## src/rtl/irq_pkg.sv

```systemverilog
package irq_pkg;
  localparam int LVL_W   = 3;
  localparam int SUB_W   = 2;
  localparam int LVL_TOP = 7;

  typedef logic [LVL_W-1:0] lvl_t;
  typedef logic [SUB_W-1:0] sub_t;
  typedef logic [LVL_W+SUB_W-1:0] rank_t;

  // Ordering key: level dominates, subpriority breaks level ties.
  function automatic rank_t rank_of(lvl_t lvl, sub_t sub);
    return {lvl, sub};
  endfunction
endpackage

```

## src/rtl/irq_src_bank.sv

```systemverilog
module irq_src_bank
  import irq_pkg::*;
#(
  parameter int N_SRC = 64,
  localparam int IDX_W = $clog2(N_SRC)
) (
  input  logic                   clk,
  input  logic                   rst_n,
  input  logic [N_SRC-1:0]       set_mask,
  input  logic [N_SRC-1:0]       clr_mask,
  input  logic                   cfg_we,
  input  logic [IDX_W-1:0]       cfg_idx,
  input  lvl_t                   cfg_lvl,
  input  sub_t                   cfg_sub,
  input  logic                   cfg_en,
  output logic [N_SRC-1:0]       pend_q,
  output logic [N_SRC-1:0]       elig,
  output logic [N_SRC-1:0][LVL_W-1:0] lvl_q,
  output logic [N_SRC-1:0][SUB_W-1:0] sub_q
);
  logic [N_SRC-1:0] en_q;

  always_ff @(posedge clk or negedge rst_n) begin
    if (!rst_n) begin
      pend_q <= '0;
    end else begin
      pend_q <= (pend_q & ~clr_mask) | set_mask;
    end
  end

  generate
    for (genvar g = 0; g < N_SRC; g++) begin : g_src
      always_ff @(posedge clk or negedge rst_n) begin
        if (!rst_n) begin
          en_q[g]  <= 1'b0;
          lvl_q[g] <= '0;
          sub_q[g] <= '0;
        end else if (cfg_we && (cfg_idx == IDX_W'(g))) begin
          en_q[g]  <= cfg_en;
          lvl_q[g] <= cfg_lvl;
          sub_q[g] <= cfg_sub;
        end
      end
      assign elig[g] = pend_q[g] && en_q[g] && (lvl_q[g] != '0);
    end
  endgenerate
endmodule

```

## src/rtl/irq_pick.sv

```systemverilog
module irq_pick
  import irq_pkg::*;
#(
  parameter int N_SRC = 64,
  localparam int IDX_W = $clog2(N_SRC)
) (
  input  logic [N_SRC-1:0]            elig,
  input  logic [N_SRC-1:0][LVL_W-1:0] lvl,
  input  logic [N_SRC-1:0][SUB_W-1:0] sub,
  output logic                        win_vld,
  output logic [IDX_W-1:0]            win_idx,
  output lvl_t                        win_lvl
);
  rank_t best;

  // Ascending scan with a strict compare keeps the lowest index on a full tie.
  always_comb begin
    win_vld = 1'b0;
    win_idx = '0;
    win_lvl = '0;
    best    = '0;
    for (int i = 0; i < N_SRC; i++) begin
      if (elig[i] && (!win_vld || (rank_of(lvl[i], sub[i]) > best))) begin
        win_vld = 1'b1;
        win_idx = IDX_W'(i);
        win_lvl = lvl[i];
        best    = rank_of(lvl[i], sub[i]);
      end
    end
  end
endmodule

```

## src/rtl/irq_lvl_stack.sv

```systemverilog
module irq_lvl_stack
  import irq_pkg::*;
#(
  parameter int DEPTH = 8,
  localparam int PTR_W = $clog2(DEPTH),
  localparam int CNT_W = $clog2(DEPTH + 1)
) (
  input  logic             clk,
  input  logic             rst_n,
  input  logic             push,
  input  lvl_t             push_lvl,
  input  logic             pop,
  output lvl_t             top_lvl,
  output logic [CNT_W-1:0] depth
);
  lvl_t             mem [DEPTH];
  logic [PTR_W-1:0] wr_ptr;
  logic [PTR_W-1:0] rd_ptr;

  assign wr_ptr  = PTR_W'(depth);
  assign rd_ptr  = PTR_W'(depth - CNT_W'(1));
  assign top_lvl = (depth == '0) ? lvl_t'(0) : mem[rd_ptr];

  always_ff @(posedge clk or negedge rst_n) begin
    if (!rst_n) begin
      depth <= '0;
    end else if (push && (depth != CNT_W'(DEPTH))) begin
      depth <= depth + CNT_W'(1);
    end else if (pop && (depth != '0)) begin
      depth <= depth - CNT_W'(1);
    end
  end

  generate
    for (genvar g = 0; g < DEPTH; g++) begin : g_slot
      always_ff @(posedge clk or negedge rst_n) begin
        if (!rst_n) begin
          mem[g] <= '0;
        end else if (push && (depth != CNT_W'(DEPTH)) && (wr_ptr == PTR_W'(g))) begin
          mem[g] <= push_lvl;
        end
      end
    end
  endgenerate
endmodule

```

## src/rtl/irq_prio_ctrl.sv

```systemverilog
module irq_prio_ctrl
  import irq_pkg::*;
#(
  parameter int N_SRC      = 64,
  parameter int ADDR_W     = 32,
  parameter int SLOT_SHIFT = 5,
  parameter int STK_DEPTH  = 8,
  localparam int IDX_W = $clog2(N_SRC),
  localparam int CNT_W = $clog2(STK_DEPTH + 1)
) (
  input  logic              clk,
  input  logic              rst_n,
  input  logic [N_SRC-1:0]  irq_in,
  input  logic              clr_valid,
  input  logic [IDX_W-1:0]  clr_idx,
  input  logic              cfg_we,
  input  logic [IDX_W-1:0]  cfg_idx,
  input  logic [2:0]        cfg_lvl,
  input  logic [1:0]        cfg_sub,
  input  logic              cfg_en,
  input  logic              base_we,
  input  logic [ADDR_W-1:0] base_in,
  input  logic              single_mode,
  input  logic              ack,
  input  logic              ret,
  output logic              irq_req,
  output logic [IDX_W-1:0]  irq_vec,
  output logic [ADDR_W-1:0] irq_addr,
  output logic [2:0]        irq_lvl,
  output logic [2:0]        run_lvl,
  output logic              shadow_sel
);
  // Named internal events, also seen by the bound checker.
  logic                        win_vld;
  logic [IDX_W-1:0]            win_idx;
  lvl_t                        win_lvl;
  logic                        take;
  logic                        give_back;
  logic [N_SRC-1:0]            pend_w;
  logic [N_SRC-1:0]            elig_w;
  logic [N_SRC-1:0]            clr_mask;
  logic [N_SRC-1:0][LVL_W-1:0] lvl_w;
  logic [N_SRC-1:0][SUB_W-1:0] sub_w;
  lvl_t                        stk_top;
  logic [CNT_W-1:0]            stk_depth;
  logic [ADDR_W-1:0]           vec_base_q;
  lvl_t                        run_q;

  function automatic logic [ADDR_W-1:0] handler_addr(
    input logic [ADDR_W-1:0] base, input logic [IDX_W-1:0] vec, input logic single);
    if (single) return base;
    return base + (ADDR_W'(vec) << SLOT_SHIFT);
  endfunction

  function automatic logic [N_SRC-1:0] one_hot(input logic [IDX_W-1:0] idx);
    return N_SRC'(1) << idx;
  endfunction

  irq_src_bank #(.N_SRC(N_SRC)) u_bank (
    .clk(clk), .rst_n(rst_n),
    .set_mask(irq_in), .clr_mask(clr_mask),
    .cfg_we(cfg_we), .cfg_idx(cfg_idx), .cfg_lvl(cfg_lvl),
    .cfg_sub(cfg_sub), .cfg_en(cfg_en),
    .pend_q(pend_w), .elig(elig_w), .lvl_q(lvl_w), .sub_q(sub_w)
  );

  irq_pick #(.N_SRC(N_SRC)) u_pick (
    .elig(elig_w), .lvl(lvl_w), .sub(sub_w),
    .win_vld(win_vld), .win_idx(win_idx), .win_lvl(win_lvl)
  );

  assign irq_req   = win_vld && (win_lvl > run_q);
  assign take      = ack && irq_req;
  assign give_back = ret && !take && (stk_depth != '0);
  assign clr_mask  = (clr_valid ? one_hot(clr_idx) : '0) |
                     (take      ? one_hot(win_idx) : '0);

  irq_lvl_stack #(.DEPTH(STK_DEPTH)) u_stack (
    .clk(clk), .rst_n(rst_n),
    .push(take), .push_lvl(run_q), .pop(give_back),
    .top_lvl(stk_top), .depth(stk_depth)
  );

  always_ff @(posedge clk or negedge rst_n) begin
    if (!rst_n) begin
      run_q      <= '0;
      vec_base_q <= '0;
    end else begin
      if (take)           run_q <= win_lvl;
      else if (give_back) run_q <= stk_top;
      if (base_we)        vec_base_q <= base_in;
    end
  end

  assign irq_vec    = win_idx;
  assign irq_lvl    = win_lvl;
  assign irq_addr   = handler_addr(vec_base_q, win_idx, single_mode);
  assign run_lvl    = run_q;
  assign shadow_sel = (run_q == lvl_t'(LVL_TOP));
endmodule


```

## config.mk

```make
export PLATFORM = sky130hd
export DESIGN_NAME = irq_prio_ctrl
export DESIGN_NICKNAME = d
export VERILOG_FILES = /design/src/rtl/irq_pkg.sv /design/src/rtl/irq_src_bank.sv /design/src/rtl/irq_pick.sv /design/src/rtl/irq_lvl_stack.sv /design/src/rtl/irq_prio_ctrl.sv
export SDC_FILE = /design/constraint.sdc
export NUM_CORES = 2
export LEC_CHECK = 0
export BUFFER_PORTS_ARGS = -buffer_cell sky130_fd_sc_hd__buf_2
export CAP_MARGIN = 20
export CORE_ASPECT_RATIO = 2
export CORE_MARGIN = 2
export CORE_UTILIZATION = 40
export DETAILED_ROUTE_END_ITERATION = 8
export GPL_ROUTABILITY_DRIVEN = 0
export GPL_TIMING_DRIVEN = 0
export PLACE_DENSITY = 0.55
export RECOVER_POWER = 50
export SKIP_LAST_GASP = 1
export SYNTH_ARGS = -nofsm -noshare
export SYNTH_HDL_FRONTEND = slang
export SYNTH_SLANG_ARGS = --single-unit
```

## constraint.sdc

```tcl
create_clock -name clk -period 140.7 [get_ports clk]
set_input_delay 7.035 -clock clk [delete_from_list [all_inputs] [get_ports clk]]
set_output_delay 7.035 -clock clk [all_outputs]
set_load 0.01 [all_outputs]
```

==> results.md <==
- Compound-Gate Fraction of Synth Area: 19.8%
- Post-synth top area cell: dfrtp_1
- Core Footprint: 0.0997 mm^2
- Top-area cell type share of the netlist area: 31.9%
- Hold Crit Class: flip-flop to flip-flop
- Adder-Cell Fraction of Synth Area: between 8 and 9%
- Vias in the first global route: 36400
- Die area: slightly above 0.1 mm^2
- Final instance area: 0.0457 mm^2
- Crit path largest cell delay: 450 ps
- Fill cell count: around 10000
- Failing checks: capacitance limit, slew limit
- CTS H-tree depth: 2
- Outcome: complete, but fails checks
- I/O Buffers: approximately 160
- Placed cell areas: approximately 0.043 mm^2
- Die H: about 450 um
- GRT overflow: 0
- Clock Latency Late Sink: about 670 ps
- YS warnings: 0
- Initial antenna violation count: 16
- WL final: ~150000 um
- Synth Area in Simple Gates: 16.7%
- Slew HR: -302%
- Initial DRC count: 2012
- Post-synthesis sequential area ratio: roughly a third
- Clock sink count: between 500 and 600
- Share of cells above drive strength 1: 23.9%
- Worst Setup Start Kind: flip-flop
- Gate Count Post-Synth: about 4400
- Most used cell along the critical path: ha_1
- Pin count of the biggest net entering global routing: ~110
- Net Count, Synth: between 4000 and 5000
- Finished Core Util: between 40% and 50%
- Netlist cell types: between 100 and 150
- Rows: roughly 160
- Routed vias: between 30000 and 40000
- Main combinational cell family by area after synthesis: compound AO/OA/AOI/OAI gates
- Setup tns final: 0 ps
- Root buf cell: clkbuf_16
- Cell family with most CP delay: compound AO/OA/AOI/OAI gates
- CTS tree: done
- Crit path buffers/inverters: between 50 and 60
- Slowest CP cell: o211ai_1
- Largest cells by area after synthesis: dfrtp_1 32%, mux2_2 13%, ha_1 8.6%, nand2_1 4.2%, o21ai_0 3.3%
- Crit end category: output pin
- CP Data Required Time: around 130000 ps
- Crit path max fanout: 10
- Final Hold Fails: 0
- Clock-pin slew on the worst setup and hold paths: around 70 ps
- Fmax: between 7 and 8 MHz
- Synth Flop Type: dfrtp_1
- Minimum clock period: 131870 ps
- Hpwl dp: 118000 um
- Number of nets in the final layout: roughly 5100
- Synth Area in XOR/XNOR: under 10%
- Crit share post-route: between 90 and 100%
- Initial core utilization: between 40% and 50%
- Global-route wire length before repair: 222000 um
- Multiplexer share of the synthesized area: approximately 17%
- Vias/cell: 5.94
- Tot GR Track Use: approximately 28%
- Max-slew violations: 520
- # DRC: 0
- Wire per inst: ~25 um
- EDFF count, synth: 0
- Max Cap Violations: 5
- # IOs: about 170
- Final Skew: between 30 and 40 ps
- Detail Route Antenna Nets: 0
- Yosys reg bits: around 510
- Kind of critical path: flip-flop to output pin
- Area Overhead vs Synth: 13.8%
- Max clock buf depth: 3
- Crit path DAT: approximately 120000 ps
- Ys async rst share: 100%
- Register-to-Register Setup Slack: around 15000 ps
- Num CTS Buffers: 51
- Drt pass-1 iters: 5
- Die width: between 200 and 250 um
- Setup-failing EPs final: 0
- Cell with the most instances after synthesis: dfrtp_1
- Synth Cell Area: roughly 0.04 mm^2
- Avg Cell Area, Syn: a little over 9 um^2
- Synth cell count leaders: 511 x dfrtp_1, 475 x mux2_2, 450 x nand2_1
- Least-Margin Pin Slew: roughly 6000 ps
[routing by layer]
metal	vias to the layer above	share of wire [%]	wire length, um	GRT usage [%]
met3	441	4.9	7210	4.01
met1	17600	34	50600	28.0
met5	-	0.084	124	0
met2	1123	53	78200	53.9
met4	18	8.0	11900	19.3
li1	16700	-	-	-
[metrics by stage]
step / hold slack (ps) / cells / setup WS (ps)
floorplan: 445 / 4371 / 19410
global placement: 458 / 5855 / -2410
detailed placement: 466 / 5879 / -3260
CTS: 482 / 5972 / 104
global route: 504 / 6030 / -363
finish: 475 / 6034 / 8830
[worst paths after layout]
path / start / endpoint / cells past startpoint
worst max-delay path: u_bank.lvl_q[0] / irq_addr[19] / 646
worst min-delay path: u_stack.mem[23] / u_stack.mem[23] / 2
worst max register to register: u_bank.lvl_q[0] / u_bank.pend_q[0] / 648
worst min register to register: u_stack.mem[23] / u_stack.mem[23] / 2
max in group asynchronous: rst_n / u_bank.pend_q[0] / 3
min in group asynchronous: rst_n / vec_base_q[18] / 1
[final cells by class]
type / instances / area [um^2] / area share, %
antenna: 6 / 15.0 / 0.0329
clock inverter: 31 / 409 / 0.895
multi-input combinational: 3399 / 26000 / 56.9
sequential: 511 / 12800 / 28.0
buffer: 143 / 815 / 1.78
timing repair buffer: 244 / 1450 / 3.17
clock buffer: 64 / 1410 / 3.08
inverter: 308 / 1160 / 2.53
tap: 1328 / 1660 / 3.64
[state kept, by name (all words and copies together), names as in the netlist]
| signal | cells |
|---|---|
| run_lvl | 3 |
| u_bank.sub_q | 128 |
| u_stack.depth | 4 |
| u_bank.pend_q | 64 |
| u_bank.lvl_q | 192 |
| u_stack.mem | 24 |
| u_bank.en_q | 64 |
| vec_base_q | 32 |
[tightest hold or removal path: stages, from the launching register on]
cell,delay [ps]
dfrtp_1,340
nand2_1,40
o21ai_0,60
[cells in the final DEF, fill, tap and decap left out, types with 43 or more instances in the layout]
master / count
nor2_1: 264
nor3_1: 75
mux2_2: 475
nand2_1: 444
a21oi_1: 174
o21ai_0: 243
and3_1: 60
buf_4: 84
ha_1: 274
a21o_1: 63
nand2b_1: 56
clkbuf_1: 82
nand3_1: 108
nand4_1: 58
dfrtp_1: 510
inv_1: 308
xnor2_1: 44
clkbuf_16: 51
mux2i_1: 83
buf_2: 183
o21ai_1: 43
[cells by family after synthesis]
| family | Yosys count |
|---|---|
| and+or+nand+nor | 1355 |
| AOI/OAI and AO/OA | 1109 |
| muxes | 591 |
| DFF | 511 |
| buffers and inverters | 461 |
| adders and majority gates | 287 |
| xor gates and xnor gates | 57 |
[what timing repair did]
item,CTS,global route
setup buffers,0,56
hold buffers,0,0
pin swaps,0,30
gates resized for setup,30,141
setup endpoints to repair,37,132
Power is left out: the tool's default activity adds up to more than one toggle a clock period on the data nets, which glitch-free logic cannot reach.
